===== src/rtl/dramctl_pkg.sv =====
package dramctl_pkg;

    localparam int CNT_W = 3;

    typedef enum logic [3:0] {
        ST_IDLE,
        ST_CLOSE,
        ST_PRE,
        ST_ROW,
        ST_COL,
        ST_CAS,
        ST_RPRE,
        ST_RCAS,
        ST_RRAS
    } ctl_st_e;

    typedef struct packed {
        logic [CNT_W-1:0] pre;
        logic [CNT_W-1:0] act;
        logic [CNT_W-1:0] rd;
        logic [CNT_W-1:0] wr;
    } tim_t;

    function automatic logic [CNT_W-1:0] sat_inc(input logic [CNT_W-1:0] v);
        return (&v) ? v : v + 1'b1;
    endfunction

endpackage


===== src/rtl/dramctl_timing.sv =====
module dramctl_timing
    import dramctl_pkg::*;
(
    input  logic [1:0] code,
    output tim_t       tim
);
    always_comb begin
        case (code)
            2'b00:   tim = '{pre: 3'd2, act: 3'd3, rd: 3'd1, wr: 3'd1};
            2'b01:   tim = '{pre: 3'd3, act: 3'd4, rd: 3'd2, wr: 3'd1};
            2'b10:   tim = '{pre: 3'd4, act: 3'd5, rd: 3'd3, wr: 3'd2};
            default: tim = '{pre: 3'd5, act: 3'd6, rd: 3'd4, wr: 3'd3};
        endcase
    end
endmodule


===== src/rtl/dramctl_refresh.sv =====
module dramctl_refresh #(
    parameter int RELOAD = 1625
) (
    input  logic clk,
    input  logic rst_n,
    input  logic grant,
    output logic pend
);
    localparam int CW = $clog2(RELOAD + 1);

    typedef struct packed {
        logic [CW-1:0] cnt;
        logic          pend;
    } ref_t;

    ref_t d, q;

    always_comb begin
        d = q;
        if (grant) d.pend = 1'b0;
        if (q.cnt == '0) begin
            d.cnt  = CW'(RELOAD - 1);
            d.pend = 1'b1;
        end else begin
            d.cnt = q.cnt - 1'b1;
        end
    end

    always_ff @(posedge clk or negedge rst_n) begin
        if (!rst_n) begin
            q.cnt  <= CW'(RELOAD - 1);
            q.pend <= 1'b0;
        end else begin
            q <= d;
        end
    end

    assign pend = q.pend;
endmodule


===== src/rtl/dramctl_beatmap.sv =====
module dramctl_beatmap #(
    parameter int COL_W = 10,
    parameter int LEN_W = 2
) (
    input  logic             ilv_en,
    input  logic             bank0,
    input  logic [COL_W-1:0] col0,
    input  logic [LEN_W-1:0] beat,
    output logic             bank,
    output logic [COL_W-1:0] col
);
    always_comb begin
        if (ilv_en) begin
            bank = bank0 ^ beat[0];
            col  = col0 + COL_W'(beat >> 1);
        end else begin
            bank = bank0;
            col  = col0 + COL_W'(beat);
        end
    end
endmodule


===== src/rtl/dram2b_ctrl.sv =====
module dram2b_ctrl
    import dramctl_pkg::*;
#(
    parameter int DATA_W  = 16,
    parameter int ROW_W   = 10,
    parameter int COL_W   = 10,
    parameter int LEN_W   = 2,
    parameter int CLK_KHZ = 125000,
    parameter int REF_NS  = 13000
) (
    input  logic                     clk,
    input  logic                     rst_n,
    input  logic [1:0]               cfg_timing,
    input  logic                     cfg_ilv_off,
    input  logic                     cfg_page_off,
    input  logic                     req_valid,
    output logic                     req_ready,
    input  logic                     req_write,
    input  logic                     req_bank,
    input  logic [ROW_W-1:0]         req_row,
    input  logic [COL_W-1:0]         req_col,
    input  logic [LEN_W-1:0]         req_len,
    input  logic                     wr_valid,
    output logic                     wr_ready,
    input  logic [DATA_W-1:0]        wr_data,
    output logic                     rd_valid,
    output logic [DATA_W-1:0]        rd_data,
    output logic                     dram_ras_n,
    output logic [1:0]               dram_cas_n,
    output logic                     dram_we_n,
    output logic [((ROW_W > COL_W) ? ROW_W : COL_W)-1:0] dram_addr,
    output logic [DATA_W-1:0]        dram_dq_out,
    output logic                     dram_dq_oe,
    input  logic [DATA_W-1:0]        dram_dq_in
);
    localparam int ADDR_W     = (ROW_W > COL_W) ? ROW_W : COL_W;
    localparam int REF_RELOAD = (CLK_KHZ / 1000) * REF_NS / 1000;

    typedef struct packed {
        ctl_st_e           st;
        ctl_st_e           nxt;
        logic              ras_n;
        logic [1:0]        cas_n;
        logic              we_n;
        logic [ADDR_W-1:0] addr;
        logic [CNT_W-1:0]  ras_cnt;
        logic [CNT_W-1:0]  pre_cnt;
        logic [CNT_W-1:0]  cas_cnt;
        logic              open;
        logic [ROW_W-1:0]  open_row;
        logic              wr;
        logic              bank;
        logic [ROW_W-1:0]  row;
        logic [COL_W-1:0]  col;
        logic [LEN_W-1:0]  len;
        logic [LEN_W-1:0]  beat;
        logic [DATA_W-1:0] wdata;
        logic [DATA_W-1:0] rdata;
        logic              rd_cap;
        logic              rd_vld;
    } ctl_t;

    ctl_t d, q;

    tim_t             tim;
    logic             ref_pend;
    logic             ref_grant;
    logic             bm_bank;
    logic [COL_W-1:0] bm_col;
    logic [CNT_W-1:0] cas_need;
    logic             beat_ok;

    dramctl_timing u_timing (
        .code (cfg_timing),
        .tim  (tim)
    );

    dramctl_refresh #(.RELOAD(REF_RELOAD)) u_refresh (
        .clk   (clk),
        .rst_n (rst_n),
        .grant (ref_grant),
        .pend  (ref_pend)
    );

    dramctl_beatmap #(.COL_W(COL_W), .LEN_W(LEN_W)) u_beatmap (
        .ilv_en (~cfg_ilv_off),
        .bank0  (q.bank),
        .col0   (q.col),
        .beat   (q.beat),
        .bank   (bm_bank),
        .col    (bm_col)
    );

    assign cas_need = q.wr ? tim.wr : tim.rd;
    assign beat_ok  = ~q.wr | wr_valid;

    always_comb begin
        d         = q;
        d.rd_cap  = 1'b0;
        d.rd_vld  = q.rd_cap;
        ref_grant = 1'b0;
        case (q.st)
            ST_IDLE: begin
                if (ref_pend) begin
                    ref_grant = 1'b1;
                    if (q.open) begin
                        d.st  = ST_CLOSE;
                        d.nxt = ST_RPRE;
                    end else begin
                        d.st = ST_RPRE;
                    end
                end else if (req_valid) begin
                    d.wr   = req_write;
                    d.bank = req_bank;
                    d.row  = req_row;
                    d.col  = req_col;
                    d.len  = req_len;
                    d.beat = '0;
                    d.we_n = ~req_write;
                    if (q.open && !cfg_page_off && (req_row == q.open_row)) begin
                        d.st = ST_ROW;
                    end else if (q.open) begin
                        d.st  = ST_CLOSE;
                        d.nxt = ST_PRE;
                    end else begin
                        d.st = ST_PRE;
                    end
                end
            end
            ST_CLOSE: begin
                if (q.ras_cnt >= tim.act) begin
                    d.ras_n = 1'b1;
                    d.open  = 1'b0;
                    d.st    = q.nxt;
                end
            end
            ST_PRE: begin
                if (q.pre_cnt >= tim.pre) begin
                    d.ras_n    = 1'b0;
                    d.addr     = ADDR_W'(q.row);
                    d.open     = 1'b1;
                    d.open_row = q.row;
                    d.st       = ST_ROW;
                end
            end
            ST_ROW: begin
                d.addr = ADDR_W'(bm_col);
                d.st   = ST_COL;
            end
            ST_COL: begin
                if (beat_ok) begin
                    d.cas_n          = 2'b11;
                    d.cas_n[bm_bank] = 1'b0;
                    d.cas_cnt        = 3'd1;
                    if (q.wr) d.wdata = wr_data;
                    d.st = ST_CAS;
                end
            end
            ST_CAS: begin
                if (q.cas_cnt >= cas_need) begin
                    d.cas_n = 2'b11;
                    if (!q.wr) begin
                        d.rdata  = dram_dq_in;
                        d.rd_cap = 1'b1;
                    end
                    if (q.beat == q.len) begin
                        d.we_n = 1'b1;
                        if (cfg_page_off) begin
                            d.st  = ST_CLOSE;
                            d.nxt = ST_IDLE;
                        end else begin
                            d.st = ST_IDLE;
                        end
                    end else begin
                        d.beat = q.beat + 1'b1;
                        d.st   = ST_ROW;
                    end
                end else begin
                    d.cas_cnt = sat_inc(q.cas_cnt);
                end
            end
            ST_RPRE: begin
                if (q.pre_cnt >= tim.pre) begin
                    d.cas_n = 2'b00;
                    d.st    = ST_RCAS;
                end
            end
            ST_RCAS: begin
                d.ras_n = 1'b0;
                d.st    = ST_RRAS;
            end
            ST_RRAS: begin
                if (q.ras_cnt >= tim.act) begin
                    d.ras_n = 1'b1;
                    d.cas_n = 2'b11;
                    d.st    = ST_IDLE;
                end
            end
            default: d.st = ST_IDLE;
        endcase
        d.ras_cnt = d.ras_n ? '0 : (q.ras_n ? CNT_W'(1) : sat_inc(q.ras_cnt));
        d.pre_cnt = !d.ras_n ? '0 : (!q.ras_n ? CNT_W'(1) : sat_inc(q.pre_cnt));
    end

    always_ff @(posedge clk or negedge rst_n) begin
        if (!rst_n) begin
            q          <= '0;
            q.st       <= ST_IDLE;
            q.nxt      <= ST_IDLE;
            q.ras_n    <= 1'b1;
            q.cas_n    <= 2'b11;
            q.we_n     <= 1'b1;
            q.pre_cnt  <= '1;
        end else begin
            q <= d;
        end
    end

    assign req_ready   = (q.st == ST_IDLE) && !ref_pend;
    assign wr_ready    = (q.st == ST_COL) && q.wr;
    assign rd_valid    = q.rd_vld;
    assign rd_data     = q.rdata;
    assign dram_ras_n  = q.ras_n;
    assign dram_cas_n  = q.cas_n;
    assign dram_we_n   = q.we_n;
    assign dram_addr   = q.addr;
    assign dram_dq_out = q.wdata;
    assign dram_dq_oe  = ~q.we_n;
endmodule


===== config.mk =====
export PLATFORM = sky130hd
export DESIGN_NAME = dram2b_ctrl
export DESIGN_NICKNAME = d
export VERILOG_FILES = /design/src/rtl/dramctl_pkg.sv /design/src/rtl/dramctl_timing.sv /design/src/rtl/dramctl_refresh.sv /design/src/rtl/dramctl_beatmap.sv /design/src/rtl/dram2b_ctrl.sv
export SDC_FILE = /design/constraint.sdc
export NUM_CORES = 1
export LEC_CHECK = 0
export BUFFER_PORTS_ARGS = -buffer_cell sky130_fd_sc_hd__clkbuf_2
export CELL_PAD_IN_SITES_DETAIL_PLACEMENT = 0
export CELL_PAD_IN_SITES_GLOBAL_PLACEMENT = 2
export CORE_ASPECT_RATIO = 0.75
export CORE_MARGIN = 2
export CORE_UTILIZATION = 38
export DETAILED_ROUTE_END_ITERATION = 8
export PLACE_DENSITY_LB_ADDON = 0.1
export SETUP_SLACK_MARGIN = 0.1
export SYNTH_ARGS = -nofsm -noshare
export SYNTH_HDL_FRONTEND = slang
export SYNTH_SLANG_ARGS = --single-unit
export TNS_END_PERCENT = 30

===== constraint.sdc =====
create_clock -name clk -period 6.2 [get_ports clk]
set_input_delay 0 -clock clk [delete_from_list [all_inputs] [get_ports clk]]
set_output_delay 0 -clock clk [all_outputs]
set_load 0.01 [all_outputs]

==> metrics.txt, run 1 <==
max cap viols=0; Sum Neg Setup Slack=0 ns; Buffers on Ports=113; Worst setup SP type=flip-flop; Area Overhead vs Synth=21.5%; die area=0.0166 mm²; overall die height=112 µm; Routed Antenna Nets=0; RSZ-0062 raised after global routing=false; initial antenna violation count=0; HPWL Detailed=9310 µm; final core occ=47.3%; first-pass GRT wire length=22400 µm; gpl congestion=0.746; clock root cell=clkbuf_16; Clock Skew=0.00604 ns; Synth top area share=42.3%; Hold EP=q[100]; Worst Setup Path Type=reg -> reg; Core ar.=0.0152 mm²; Final Hold Viols=0; crit-path max cell delay=0.73 ns; post_cts resized=0; Post-Syn Area=0.00592 mm²; WP data required=6.45 ns; drt wl/cell=14.9 µm; Die W=148 µm; routing usage on met1=25.0%; top cells by count, synth=dfrtp_1 (100), nand2_1 (99), buf_4 (46); CTS tree=yes; drt pass-1 iters=4; Final min period=2.99 ns; Reg2Reg Capture Point=rd_data[13]; crit-path cells=nand2b_1, ha_1, nand2_1, o21ai_1, nand2_1, nor2_2, mux2_2; Final WS setup=3.21 ns; Worst-Skew Late Latency=0.36 ns; Tcrit/Tclk final=48.3%; FF-to-FF setup slack=3.21 ns; Worst R2R Start=q[59]; Avg Inst Size Synth=10.4 µm²; FF-to-FF path depth=7; # IOs=114; crit path DAT=3.24 ns; number of remaining DRC errors=0; Slowest-stage cell, CP=nor2_2; Pwr per Cell Area=405 mW/mm²; most common cell in the synthesized netlist=dfrtp_1; post-cts hold buffer count=58; Top FF cell, synth=dfrtp_1; ant diodes=0; Max IR drop VDD=0.181 mV; # Post-CTS Setup Buffers=0; FF+latch count, synth=112; Post-synth EDFFs=0; Cell Rows=39; Vias/cell=4.75; DRT iter0 DRCs=227; status=finished, final reports clean; DP Worst Slack=3.09 ns; Final Max Tran Viols=0; Hold Crit Depth=4; starting density of the core=38.9%; syn nets=662; Setup crit end kind=flip-flop; met2 Use GR=25.5%; final setup vio count=0; GR peak layer=met2; Max-slew headroom=22.0%; Hold Slack=0.146 ns; Cells after Synth=572; number of global-route vias before repair=4352; share of layout cells above drive strength 1=28.4%; HP Start=req_valid; Max Freq=334 MHz; Worst-path clk slew=0.08 ns; YS warnings=0; GR Overflow Total=0; clk buf depth=2; Via Count=4286; most numerous cell on the critical path=nand2_1; pin count of the biggest net entering global routing=62; Static Leak=0.00348 µW; Routed WL=13400 µm; Async SR Flop Fraction=100%; Layout Nets=783; sequential area share after synthesis=47.6%; M3 GR Usage=4.31%; Hold Crit Class=in -> reg; clock sink count=112; Crit Path Max Fanout=17; CTS H-tree depth=3; synth unique cells=52; largest cells by area after synthesis=dfrtp_1 (42%), mux2_2 (8.6%), nand2_1 (6.3%); Total GRT Usage=17.0%; CTS buffer count=9; pin slew with the least headroom to its limit=1.17 ns; largest area contributor in the netlist=dfrtp_1
cell type report:
type	count	area (µm²)
inverter	15	56.3
timing repair buffer	174	1170
clock buffer	10	229
multi-input combinational	381	2610
tap	205	256
sequential	112	2820
fill	1466	8030
clock inverter	6	52.6
logic make-up (layout without fill, tap and decap cells):
| logic type | Yosys count | in the layout | share of synthesized area [%] |
|---|---|---|---|
| adders and majority gates | 26 | 26 | 5.62 |
| xor gates and xnor gates | 33 | 33 | 4.88 |
| buffers and inverters | 79 | 205 | 8.28 |
| and+or+nand+nor | 198 | 198 | 15.8 |
| AOI/OAI and AO/OA | 66 | 66 | 7.12 |
| DFF | 112 | 112 | 47.6 |
| muxes | 58 | 58 | 10.8 |
how the worst max path moves through the flow:
stage / to / slack [ns] / start / cells past startpoint
after floorplan: rd_data[10] / 3.79 / q[59] / 9
after global placement: rd_data[14] / 3.23 / cfg_timing[0] / 11
after detailed placement: rd_data[9] / 3.09 / cfg_timing[0] / 11
after CTS: rd_data[9] / 3.11 / q[59] / 7
after global routing: rd_data[13] / 2.85 / q[59] / 8
final: rd_data[13] / 3.21 / q[59] / 7
metrics by stage:
step / cells / area [µm²] / power (µW)
finish: 903 / 7200 / 2910
global route: 903 / 7200 / 3170
CTS: 903 / 7200 / 2960
detailed placement: 829 / 6330 / 2350
global placement: 829 / 6330 / 2330
floorplan: 572 / 5920 / 2120
sequential cells by signal (all words and copies together) (netlist names):
register,flops
dram_ras_n,1
dram_cas_n,2
dram_we_n,1
u_refresh.pend,1
rd_data,16
q,52
u_refresh.q,11
dram_dq_out,16
d,1
rd_valid,1
dram_addr,10
power breakdown:
part           internal, µW  switching, µW
Combinational           515            572
Clock                   279            283
Sequential             1010            250
Total                  1810           1110
per-layer routing:
metal	routed length (µm)	share of wire [%]	up-vias
li1	-	-	2133
met1	7070	53	2052
met2	5720	43	96
met3	541	4.0	5
met4	91	0.68	0
met5	0	0	-
worst max-delay path: cells and delay by family (launching register included):
family | cells | cell delay [ns]
flip-flops | 1 | 0.49
AO/OA/AOI/OAI | 1 | 0.51
adder cells (fa/ha/maj) | 1 | 0.29
multiplexers | 1 | 0.42
AND/OR/NAND/NOR | 4 | 1.17
cells in the final DEF (no fill, tap or decap), types with 6 or more instances in the layout:
master,netlist,layout
a21oi_1,13,13
clkbuf_16,0,9
clkbuf_2,0,112
dfrtp_1,100,100
dfstp_2,12,12
dlygate4sd3_1,0,58
ha_1,25,25
inv_1,15,15
mux2_2,45,45
mux2i_1,13,13
nand2_1,99,99
nand2b_1,8,8
nand3_1,6,6
nand3b_1,6,6
nor2_1,35,35
nor2b_1,7,7
nor3_1,12,12
o21ai_0,17,17
xnor2_1,15,15
xor2_1,18,18
(Power assumes the default switching activity.)
==> inputs of run 2 (changes only) <==
ABC_AREA = 1   (was default)
CORE_UTILIZATION = 33   (was 38)
clock period = 2.8 ns   (was 6.2 ns; I/O delays follow)
==> metrics.txt, run 2 <==
syn nets=799; Layout Nets=931; Synth top area share=41.8%; compound-gate portion of the synthesized area=6.74%; Clock Skew=0.00895 ns; Final Max Tran Viols=0; CTS tree=yes; crit path DAT=2.57 ns; most frequent cells in the layout=nand2_1 (221), clkbuf_2 (112), dfrtp_1 (100); Synth Area in Adders=5.55%; drt pass-1 iters=4; Worst R2R Start=q[35]; CTS buffer count=9; Max-slew headroom=59.5%; Hold Slack=0.117 ns; Reg with most FFs=q; clock sink count=112; Pwr per Cell Area=901 mW/mm²; Hold Crit Class=in -> reg; drt wl/cell=13.5 µm; clk buf depth=2; Core ar.=0.0177 mm²; post_cts resized=0; Vias/cell=4.45; Post-Syn Area=0.00599 mm²; xor and xnor area share after synthesis=2.19%; largest cells by area after synthesis=dfrtp_1 (42%), nand2_1 (14%), buf_4 (5.8%); Static Leak=0.00390 µW; Post-synth EDFFs=0; overall die height=121 µm; Worst-path clk slew=0.08 ns; CTS H-tree depth=3; Final Hold Viols=0; ant diodes=0; CP startpoint=q[35]; number of global-route vias before repair=4973; clock root cell=clkbuf_16; initial antenna violation count=0; # IOs=114; YS warnings=0; HP Start=cfg_page_off; status=finished, final reports clean; DRT iter0 DRCs=265; Crit Path Max Fanout=4; Die W=160 µm; Final min period=2.32 ns; GR Overflow Total=0; sequential area share after synthesis=47.0%; final setup vio count=0; Tcrit/Tclk final=82.8%; Via Count=4837; total chip power=6670 µW; Max Freq=431 MHz; share of layout cells above drive strength 1=21.7%; pin count of the biggest net entering global routing=70; max cap viols=0; Worst-Skew Late Latency=0.36 ns; most common cell in the synthesized netlist=nand2_1; Max IR drop VDD=0.346 mV; Sum Neg Setup Slack=0 ns; Cell Rows=42; WP data required=3.05 ns; mux cell area share after synthesis=3.97%; placed instance area=0.00652 mm²; Routed Antenna Nets=0; pin slew with the least headroom to its limit=0.607 ns; largest area contributor in the netlist=dfrtp_1; Area Overhead vs Synth=23.6%; Top FF cell, synth=dfrtp_1; Avg Inst Size Synth=8.45 µm²; Total GRT Usage=16.0%; Largest register FFs=52; gpl congestion=0.775; RSZ-0062 raised after global routing=false; synth unique cells=36; Worst Setup Path Type=reg -> reg; number of remaining DRC errors=0; most common library cell in the layout ignoring fill and taps=nand2_1; Post-Synth Simple-Gate Area=23.5%; Buffers on Ports=113; die area=0.0193 mm²; Routed WL=14700 µm; first-pass GRT wire length=24500 µm; Async SR Flop Fraction=100%; design area=0.00740 mm²; Setup crit end kind=flip-flop; fillers=1798; HPWL Detailed=10700 µm; FF+latch count, synth=112; starting density of the core=33.8%; main combinational cell family by area after synthesis=simple AND/OR/NAND/NOR gates; Cells after Synth=709; top cells by count, synth=nand2_1 (221), dfrtp_1 (100), inv_1 (66); Worst setup SP type=flip-flop
run 2: final timing paths:
kind / to / slack, ns / cells past startpoint
max reg2reg: dram_addr[8] / 0.48 / 12
min reg2reg: rd_valid / 0.35 / 0
min in group asynchronous: q[77] / 0.18 / 2
min: q[98] / 0.12 / 5
max in group asynchronous: u_refresh.q[5] / 1.80 / 3
max: dram_addr[8] / 0.48 / 12
run 2: worst max-delay path: stages (launching register included):
cell and delay (ns):
dfrtp_1 0.40, inv_1 0.08, o21ai_0 0.19, ha_1 0.23, inv_1 0.06, fa_1 0.40, inv_1 0.09, nand2_1 0.08
nor3_1 0.28, nand3_1 0.13, xor2_1 0.16, nand2_1 0.06, nand3_1 0.06
run 2: area by class of cell:
cell class	instances	area (µm²)	share of cell area, %
inverters	72	270	3.65
flip-flops and latches	112	2820	38.1
repair buffers	175	1190	16.1
clock buffers	9	225	3.04
well taps	242	303	4.09
multi-input cells	471	2510	33.9
clock inverters	7	86.3	1.17
run 2: stage by stage:
stage                     util (%)  setup slack, ns  instances
after floorplan                  -            0.782        709
after global placement        36.8            0.565       1015
after detailed placement      36.8            0.502       1015
after CTS                     41.8            0.477       1088
after global routing          41.8            0.219       1088
final                         41.8            0.482       1088
run 2: metal layers:
metal / vias up / GRT usage [%] / part of all wire, % / routed length [µm]
met4: 0 / 5.17 / 1.8 / 262
met1: 2252 / 21.6 / 49 / 7190
li1: 2479 / - / - / -
met2: 93 / 25.8 / 45 / 6600
met5: - / 0 / 0 / 0
met3: 13 / 3.43 / 4.1 / 597
run 2: power breakdown:
part	leakage, µW	internal, µW	switching (µW)
sequential	0.00141	2250	420
clock	0.000150	641	688
combinational	0.00234	1060	1610
run 2: cells by family after synthesis:
kind of cell	Yosys count
XOR/XNOR	15
adder cells (fa/ha/maj)	26
AO/OA/AOI/OAI	75
multiplexers	18
flip-flops	112
AND/OR/NAND/NOR	337
buffers and inverters	126
run 2: timing repair:
action | in CTS | in global routing
setup buffers | 0 | 0
hold buffers | 57 | 0
hold endpoints to repair | 92 | 0
==> inputs of run 3 (changes only) <==
clock period = 2.3 ns   (was 2.8 ns; I/O delays follow)
==> metrics.txt, run 3 (synthesized netlist as in run 2, its figures left out) <==
gpl congestion=0.786; Crit Path Max Fanout=3; clock sink count=112; Area Overhead vs Synth=24.3%; Total GRT Usage=15.8%; Static Leak=0.00391 µW; clock root cell=clkbuf_16; drt pass-1 iters=4; Worst Setup Path Type=reg -> reg; Setup crit end kind=flip-flop; die area=0.0193 mm²; drt wl/cell=13.2 µm; fillers=1829; design area=0.00745 mm²; Via Count=4869; status=finished, final reports clean; Worst-path clk slew=0.08 ns; Final Hold Viols=0; pin count of the biggest net entering global routing=61; number of global-route vias before repair=4926; most common library cell in the layout ignoring fill and taps=nand2_1; Routed Antenna Nets=0; Max-slew headroom=70.0%; CTS buffer count=9; Vias/cell=4.45; Hold Crit Class=in -> reg; Max Freq=491 MHz; Final Max Tran Viols=0; starting density of the core=33.8%; crit-path cells=inv_1, o21ai_2, ha_2, inv_1, fa_2, inv_2, nand2_1, nor3_2, nand3_1, xor2_1, nand2_1, nand3_1; Cell Rows=42; Final WS setup=0.262 ns; ant diodes=0; Worst setup SP type=flip-flop; Core ar.=0.0177 mm²; Clock Skew=0.00777 ns; number of remaining DRC errors=0; Crit path buffers/inverters=3; DRT iter0 DRCs=252; DP Worst Slack=0.0617 ns; Sum Neg Setup Slack=0 ns; placed instance area=0.00656 mm²; GR Overflow Total=0; first-pass GRT wire length=24200 µm; WP data required=2.54 ns; Worst-Skew Late Latency=0.36 ns; Hold Slack=0.0492 ns; Layout Nets=938; final setup vio count=0; # IOs=114; crit-path max cell delay=0.38 ns; Slowest-stage cell, CP=dfrtp_1; Routed WL=14500 µm; crit path DAT=2.28 ns; max cap viols=0; share of layout cells above drive strength 1=23.1%; Final min period=2.04 ns; clk buf depth=2; most frequent cells in the layout=nand2_1 (221), clkbuf_2 (112), dfrtp_1 (100); CTS H-tree depth=3; Max IR drop VDD=0.436 mV; CP top delay family=adder cells; initial antenna violation count=0; RSZ-0062 raised after global routing=true; HPWL Detailed=10500 µm; Largest register FFs=52; Buffers on Ports=113; pin slew with the least headroom to its limit=0.451 ns; Pwr per Cell Area=1080 mW/mm²; Reg with most FFs=q; Die W=160 µm; CTS tree=yes; Tcrit/Tclk final=88.6%; overall die height=121 µm
-- run 3: cell count changes in the layout (fill, tap and decap cells not counted), sizes merged --
| cell | before | now |
|---|---|---|
| buf | 6 | 13 |
| clkinv | 5 | 1 |
| clkinvlp | 0 | 3 |
| inv | 74 | 75 |
-- run 3: worst paths after layout --
| path | slack, ns | cells after the start | from | end |
|---|---|---|---|---|
| hold reg to reg | 0.35 | 0 | d[0] | rd_valid |
| setup reg to reg | 0.26 | 12 | q[35] | dram_addr[8] |
| hold / removal | 0.05 | 5 | req_valid | q[59] |
| setup / recovery | 0.26 | 12 | q[35] | dram_addr[8] |
| max in group asynchronous | 1.44 | 3 | rst_n | u_refresh.q[4] |
| min in group asynchronous | 0.12 | 2 | rst_n | q[78] |
-- run 3: timing repair --
item                                    in CTS  in global routing
hold buffers                                57                  0
pin swaps                                    0                  2
endpoints found under the setup margin       2                  3
hold endpoints to repair                    87                  0
gates resized for setup                      2                  5
setup buffers                                0                  2
cloned                                       0                  0
-- run 3: metal layers --
metal / wire length [µm] / up-vias / GRT usage [%] / part of all wire [%]
li1: - / 2490 / - / -
met1: 7180 / 2275 / 21.3 / 50
met2: 6540 / 92 / 25.8 / 45
met3: 554 / 12 / 3.50 / 3.8
met4: 180 / 0 / 4.09 / 1.2
met5: 0 / - / 0 / 0
-- run 3: cell type report --
class	count	area (µm²)	share of cell area [%]
Timing Repair Buffer	182	1240	16.7
Clock inverter	7	62.6	0.840
Clock buffer	9	225	3.02
Inverter	72	270	3.63
Tap cell	242	303	4.07
Multi-Input combinational cell	471	2530	33.9
Sequential cell	112	2820	37.8
-- run 3: worst reg2reg max path, stage by stage, from the launching register on --
cell and delay (ns):
dfrtp_1 0.38, inv_1 0.08, o21ai_2 0.13, ha_2 0.19, inv_1 0.05, fa_2 0.36
inv_2 0.07, nand2_1 0.08, nor3_2 0.21, nand3_1 0.10, xor2_1 0.15, nand2_1 0.06
nand3_1 0.06
-- run 3: metrics by stage --
stage	std cells	util, %	power (µW)
after floorplan	709	-	5780
after global placement	1020	37.0	6450
after detailed placement	1020	37.0	6500
after CTS	1093	41.9	8190
after global routing	1095	42.1	8830
final	1095	42.1	8070
-- run 3: report_power, final --
group	switching, µW	total (µW)	internal (µW)
clock	802	1560	758
sequential	498	3240	2740
combinational	1960	3270	1310
